### config.mk
export PLATFORM = sky130hd
export DESIGN_NAME = shoot_guard
export DESIGN_NICKNAME = d
export VERILOG_FILES = /design/src/rtl/shoot_guard_pkg.sv /design/src/rtl/sg_sync.sv /design/src/rtl/sg_phase.sv /design/src/rtl/shoot_guard.sv
export SDC_FILE = /design/constraint.sdc
export NUM_CORES = 1
export LEC_CHECK = 0
export BUFFER_PORTS_ARGS = -buffer_cell sky130_fd_sc_hd__buf_2
export CAP_MARGIN = 20
export CORE_UTILIZATION = 35
export DETAILED_ROUTE_END_ITERATION = 8
export PLACE_DENSITY = 0.53
export SYNTH_ARGS = -nofsm -noshare
export SYNTH_HDL_FRONTEND = slang
export SYNTH_SLANG_ARGS = --single-unit
### constraint.sdc
create_clock -name clk -period 1.5 [get_ports clk]
set_input_delay 0.075 -clock clk [delete_from_list [all_inputs] [get_ports clk]]
set_output_delay 0.075 -clock clk [all_outputs]
set_load 0.05 [all_outputs]
### src/rtl/shoot_guard_pkg.sv
package shoot_guard_pkg;

  // Both commands of a pair request ON (active low).
  function automatic logic pair_overlap(input logic hi_n, input logic lo_n);
    return !hi_n && !lo_n;
  endfunction

  // Next value of the overlap qualification counter, saturating at limit-1.
  function automatic int unsigned qual_next(input int unsigned cnt,
                                            input logic overlap,
                                            input int unsigned limit);
    if (!overlap) return 0;
    if (cnt + 1 >= limit) return limit - 1;
    return cnt + 1;
  endfunction

  // Sampled 1-to-0 transition of an active-low command.
  function automatic logic on_edge(input logic prev_n, input logic cur_n);
    return prev_n && !cur_n;
  endfunction

endpackage

### src/rtl/sg_sync.sv
module sg_sync #(
  parameter int W      = 1,
  parameter int STAGES = 2
) (
  input  logic         clk,
  input  logic         rst_n,
  input  logic [W-1:0] d,
  output logic [W-1:0] q
);
  logic [W-1:0] stg [STAGES];

  always_ff @(posedge clk or negedge rst_n) begin
    if (!rst_n) begin
      for (int s = 0; s < STAGES; s++) stg[s] <= '1;
    end else begin
      stg[0] <= d;
      for (int s = 1; s < STAGES; s++) stg[s] <= stg[s-1];
    end
  end

  assign q = stg[STAGES-1];
endmodule

### src/rtl/sg_phase.sv
module sg_phase
  import shoot_guard_pkg::*;
#(
  parameter int QUAL_CYC = 16,
  localparam int CW = $clog2(QUAL_CYC + 1)
) (
  input  logic clk,
  input  logic rst_n,
  input  logic hi_s,
  input  logic lo_s,
  output logic gate_hi,
  output logic gate_lo,
  output logic latched,
  output logic trip,
  output logic clr
);
  logic [CW-1:0] cnt;
  logic          hi_q, lo_q;
  logic          seen_hi, seen_lo;
  logic          latch_q;
  logic          both, hi_fall, lo_fall;

  assign both    = pair_overlap(hi_s, lo_s);
  assign hi_fall = on_edge(hi_q, hi_s);
  assign lo_fall = on_edge(lo_q, lo_s);

  assign trip = !latch_q && both && (cnt == CW'(QUAL_CYC - 1));
  assign clr  = latch_q && (seen_hi || hi_fall) && (seen_lo || lo_fall);

  always_ff @(posedge clk or negedge rst_n) begin
    if (!rst_n) begin
      hi_q    <= 1'b1;
      lo_q    <= 1'b1;
      cnt     <= '0;
      latch_q <= 1'b0;
      seen_hi <= 1'b0;
      seen_lo <= 1'b0;
    end else begin
      hi_q <= hi_s;
      lo_q <= lo_s;
      if (latch_q) cnt <= '0;
      else         cnt <= CW'(qual_next(32'(cnt), both, QUAL_CYC));
      if (trip)     latch_q <= 1'b1;
      else if (clr) latch_q <= 1'b0;
      if (latch_q && !clr) begin
        seen_hi <= seen_hi || hi_fall;
        seen_lo <= seen_lo || lo_fall;
      end else begin
        seen_hi <= 1'b0;
        seen_lo <= 1'b0;
      end
    end
  end

  assign latched = latch_q;
  assign gate_hi = !hi_s && !latch_q;
  assign gate_lo = !lo_s && !latch_q;
endmodule

### src/rtl/shoot_guard.sv
module shoot_guard #(
  parameter int NPH      = 3,
  parameter int SYNC_STG = 2,
  parameter int QUAL_CYC = 16,
  localparam int SW = 2 * NPH + 1
) (
  input  logic           clk,
  input  logic           rst_n,
  input  logic [NPH-1:0] cmd_hi_n,
  input  logic [NPH-1:0] cmd_lo_n,
  input  logic           cmd_brk_n,
  output logic [NPH-1:0] gate_hi,
  output logic [NPH-1:0] gate_lo,
  output logic           gate_brk,
  output logic           fault_n
);
  logic [SW-1:0]  sync_q;
  logic [NPH-1:0] hi_s, lo_s;
  logic           brk_s;
  logic [NPH-1:0] ph_latch, ph_trip, ph_clr;

  sg_sync #(.W(SW), .STAGES(SYNC_STG)) u_sync (
    .clk   (clk),
    .rst_n (rst_n),
    .d     ({cmd_brk_n, cmd_lo_n, cmd_hi_n}),
    .q     (sync_q)
  );

  assign hi_s  = sync_q[NPH-1:0];
  assign lo_s  = sync_q[2*NPH-1:NPH];
  assign brk_s = sync_q[SW-1];

  for (genvar i = 0; i < NPH; i++) begin : g_ph
    sg_phase #(.QUAL_CYC(QUAL_CYC)) u_ph (
      .clk     (clk),
      .rst_n   (rst_n),
      .hi_s    (hi_s[i]),
      .lo_s    (lo_s[i]),
      .gate_hi (gate_hi[i]),
      .gate_lo (gate_lo[i]),
      .latched (ph_latch[i]),
      .trip    (ph_trip[i]),
      .clr     (ph_clr[i])
    );
  end

  assign gate_brk = !brk_s;
  assign fault_n  = !(|ph_latch);
endmodule

==> results.yml <==
yosys:
  synth_simple_gate_area_share_pct: 14.85
  syn_area_mm2: 0.001719
  synth_area_leaders: "dfrtp_1, dfstp_2, ha_1"
  syn_area_per_cell_um2: 12.55
  synthMuxAreaShare_pct: 0.5822
  synth_compound_area_share_pct: 7.933
  ys_seq_area_share_pct: 65.50
  synthDistinctLibCells: 29
  ys_seq_elements: 44
  synthXorXnorAreaFrac_pct: 1.528
  synth_top_family_by_area: "simple AND/OR/NAND/NOR gates"
  synth-adder-area-share_pct: 4.367
  synth_top_area_cell: "dfrtp_1"
  postSynthCellCount: 137
  ys_warn_count: 0
  synth_top_area_share_pct: 34.93
setup_path:
  timing.rr.end: "g_ph[1].u_ph.cnt[0]"
  required_ns: 1.71
  reg2reg_from: "g_ph[1].u_ph.cnt[0]"
  crit_arrival_ns: 1.63
  crit_family: "adder cells"
  path_cells: "ha_1 -> and3_1 -> ha_1 -> a31oi_1"
  critPathKind: "reg2reg"
  critPathBufInv: 0
  critPathLaunchType: "flop"
  crit_fanout: 4
  slowest_delay_ns: 0.41
  cp-end-kind: "flop"
  ff2ff_setup_slack_ns: 0.08
  critPathMostFrequentCell: "ha_1"
  critPathSlowestCell: "dfrtp_1"
  ff2ff_path_depth: 4
global_route:
  grtUsageTotal_pct: 12.18
  grt_pass1_vias: 1121
  grt_pass1_wl_mm: 4.761
  antenna_found_initial: 0
  grt_max_degree: 45
  overflow: 0
sta:
  setup_slack_ns: 0.08488
  finalCritPeriodShare_pct: 94.34
  slew_violations: 0
  clock.fmax_mhz: 706.7
  finalSetupViolations: 0
  rsz0062_at_grt: "false"
  relSlewSlack_pct: 64.79
  finClkSkew_ns: 0.004529
  tightest_slew_ns: 0.5282
  hold_viol: 0
  period_needed_ns: 1.415
drt:
  dr_wl_met2_mm: 1.367
  via_count: 1093
  maxUsedRoutingLayer: "met4"
  drc_errors: 0
  wl_met1_mm: 1.217
  routed_wl_mm: 2.744
  wl_met3_um: 105
  wl_per_cell_um: 11.73
  drt_pre_antenna_iters: 3
  via_per_inst: 4.671
  drt_iter0_drc: 33
  ant_nets: 0
layout:
  area_growth_pct: 22.42
  diodes: 0
  layout.nets: 181
  fill_cells: 446
  final_layout_size_suffix_gt1_share_pct: 34.13
place:
  dp_hpwl_mm: 1.832
  dp_slack_ns: -0.002266
  finalWeightedCongestion: 0.7570
  io_buffers: 16
die:
  dieArea_mm2: 0.005196
  core_mm2: 0.004723
  pin_count: 17
  rows: 25
  die_w_um: 72.09
  die_h_um: 72.09
  start_util_pct: 36.40
cts:
  clock_latency_ns: 0.29
  cts-root-buf: "clkbuf_8"
  postCtsSetupBuffers: 0
  cts_sinks: 44
  cts_made_buffers: 5
  max-clock-path-buffers: 2
  cts_max_level: 2
  cts_tree: "done"
  clk_pin_slew_ns: 0.09
flow_run:
  cap_violations: 0
status:
  status: "finished, final reports clean"
pwr:
  finalPower_mw: 2.385
  p_leak_nw: 0.9146
  powerDensity_mw_per_mm2: 1133
  peakVddDrop_v: 0.0005271
hold_path:
  min-delay-start: "u_sync.stg[8]"
  whs_path_depth: 0
  hp-class: "reg2reg"
  hold_end: "u_sync.q[1]"
cell type report:
cell class                 count  area, µm²  share of cell area, %
clock inverter                 3      46.29                  2.200
inverter                      11      41.29                  1.962
sequential                    44       1126                  53.51
tap                           67      83.83                  3.983
multi-input combinational     78      563.0                  26.75
clock buffer                   5      68.82                  3.270
timing repair buffer          26      175.2                  8.323
Yosys cell counts:
master,n
a21oi_1,2
a311oi_1,1
a31oi_1,8
a32o_1,1
and3_1,4
and4_1,1
buf_4,6
conb_1,1
dfrtp_1,24
dfstp_2,20
ha_1,6
inv_1,11
mux2i_1,1
nand2_1,5
nand2b_1,1
nand3_1,2
nand4_1,2
nor2_1,10
nor2_2,1
nor2b_1,6
nor3_1,5
nor4b_1,2
nor4b_2,1
o21ai_0,3
o22ai_1,4
o2bb2ai_1,2
or2_1,2
or3_4,2
xnor2_1,3
state kept, by name, summed over array words and instances, names as in the netlist:
signal	flops
g_ph.u_ph.hi_q	3
u_sync.stg	7
g_ph.u_ph.latched	3
g_ph.u_ph.seen_lo	3
u_sync.q	7
g_ph.u_ph.seen_hi	3
g_ph.u_ph.lo_q	3
g_ph.u_ph.cnt	15
cells by family after synthesis:
logic type      Yosys count
flops                    44
simple gates             44
compound gates           21
buf+inv                  17
fa+ha+maj                 6
xor+xnor                  3
other cells               1
mux                       1
worst max-delay path by stage:
stage	from	endpoint	slack [ns]	depth (start not counted)
after floorplan	g_ph[2].u_ph.cnt[0]	g_ph[2].u_ph.cnt[3]	0.06	6
after detailed placement	g_ph[2].u_ph.cnt[1]	g_ph[2].u_ph.cnt[3]	-0.002	6
after global routing	g_ph[2].u_ph.cnt[1]	g_ph[2].u_ph.cnt[3]	0.03	6
final	g_ph[1].u_ph.cnt[0]	g_ph[1].u_ph.cnt[0]	0.08	4
after CTS	g_ph[2].u_ph.cnt[1]	g_ph[2].u_ph.cnt[3]	0.007	6
after global placement	g_ph[2].u_ph.cnt[0]	g_ph[2].u_ph.cnt[3]	0.07	6
worst register-to-register path, cell delays in order (launching register included):
cell	delay [ns]
dfrtp_1	0.41
ha_1	0.23
and3_1	0.18
ha_1	0.33
a31oi_1	0.18
placed cells by master (no fill, tap or decap), drive strengths merged, types with 6 or more instances in the layout:
cell / instances
a31oi: 8
buf: 18
dfrtp: 24
dfstp: 20
dlygate4sd3: 8
ha: 6
inv: 12
nor2: 11
nor2b: 6
routing by layer:
metal / vias to the layer above / track usage, %
li1: 527 / -
met1: 543 / 13.57
met2: 17 / 20.66
met3: 6 / 4.583
met4: 0 / 5.664
met5: - / 0
per-stage QoR:
| step | TNS (ns) | util, % | instances | cell area (µm²) | hold slack, ns |
|---|---|---|---|---|---|
| after floorplan | 0 | - | 139 | 1744 | -0.2206 |
| after global placement | 0 | 39.76 | 218 | 1878 | 0.1747 |
| after detailed placement | -0.002266 | 39.76 | 218 | 1878 | 0.1770 |
| after CTS | 0 | 43.89 | 234 | 2073 | 0.3598 |
| after global routing | 0 | 44.56 | 234 | 2105 | 0.3635 |
| final | 0 | 44.56 | 234 | 2105 | 0.3586 |
where the power goes:
group / switching [mW] / total, mW / internal [mW]
registers: 0.0334 / 1.29 / 1.26
clock network: 0.413 / 0.915 / 0.501
logic: 0.112 / 0.181 / 0.0687
total: 0.559 / 2.39 / 1.83
repair_timing:
item | 4_1_cts | 5_1_grt
hold buffers | 8 | 0
hold endpoints to repair | 31 | 0
endpoints found under the setup margin | 0 | 3
gates resized for setup | 0 | 5
(Power assumes the default switching activity.)
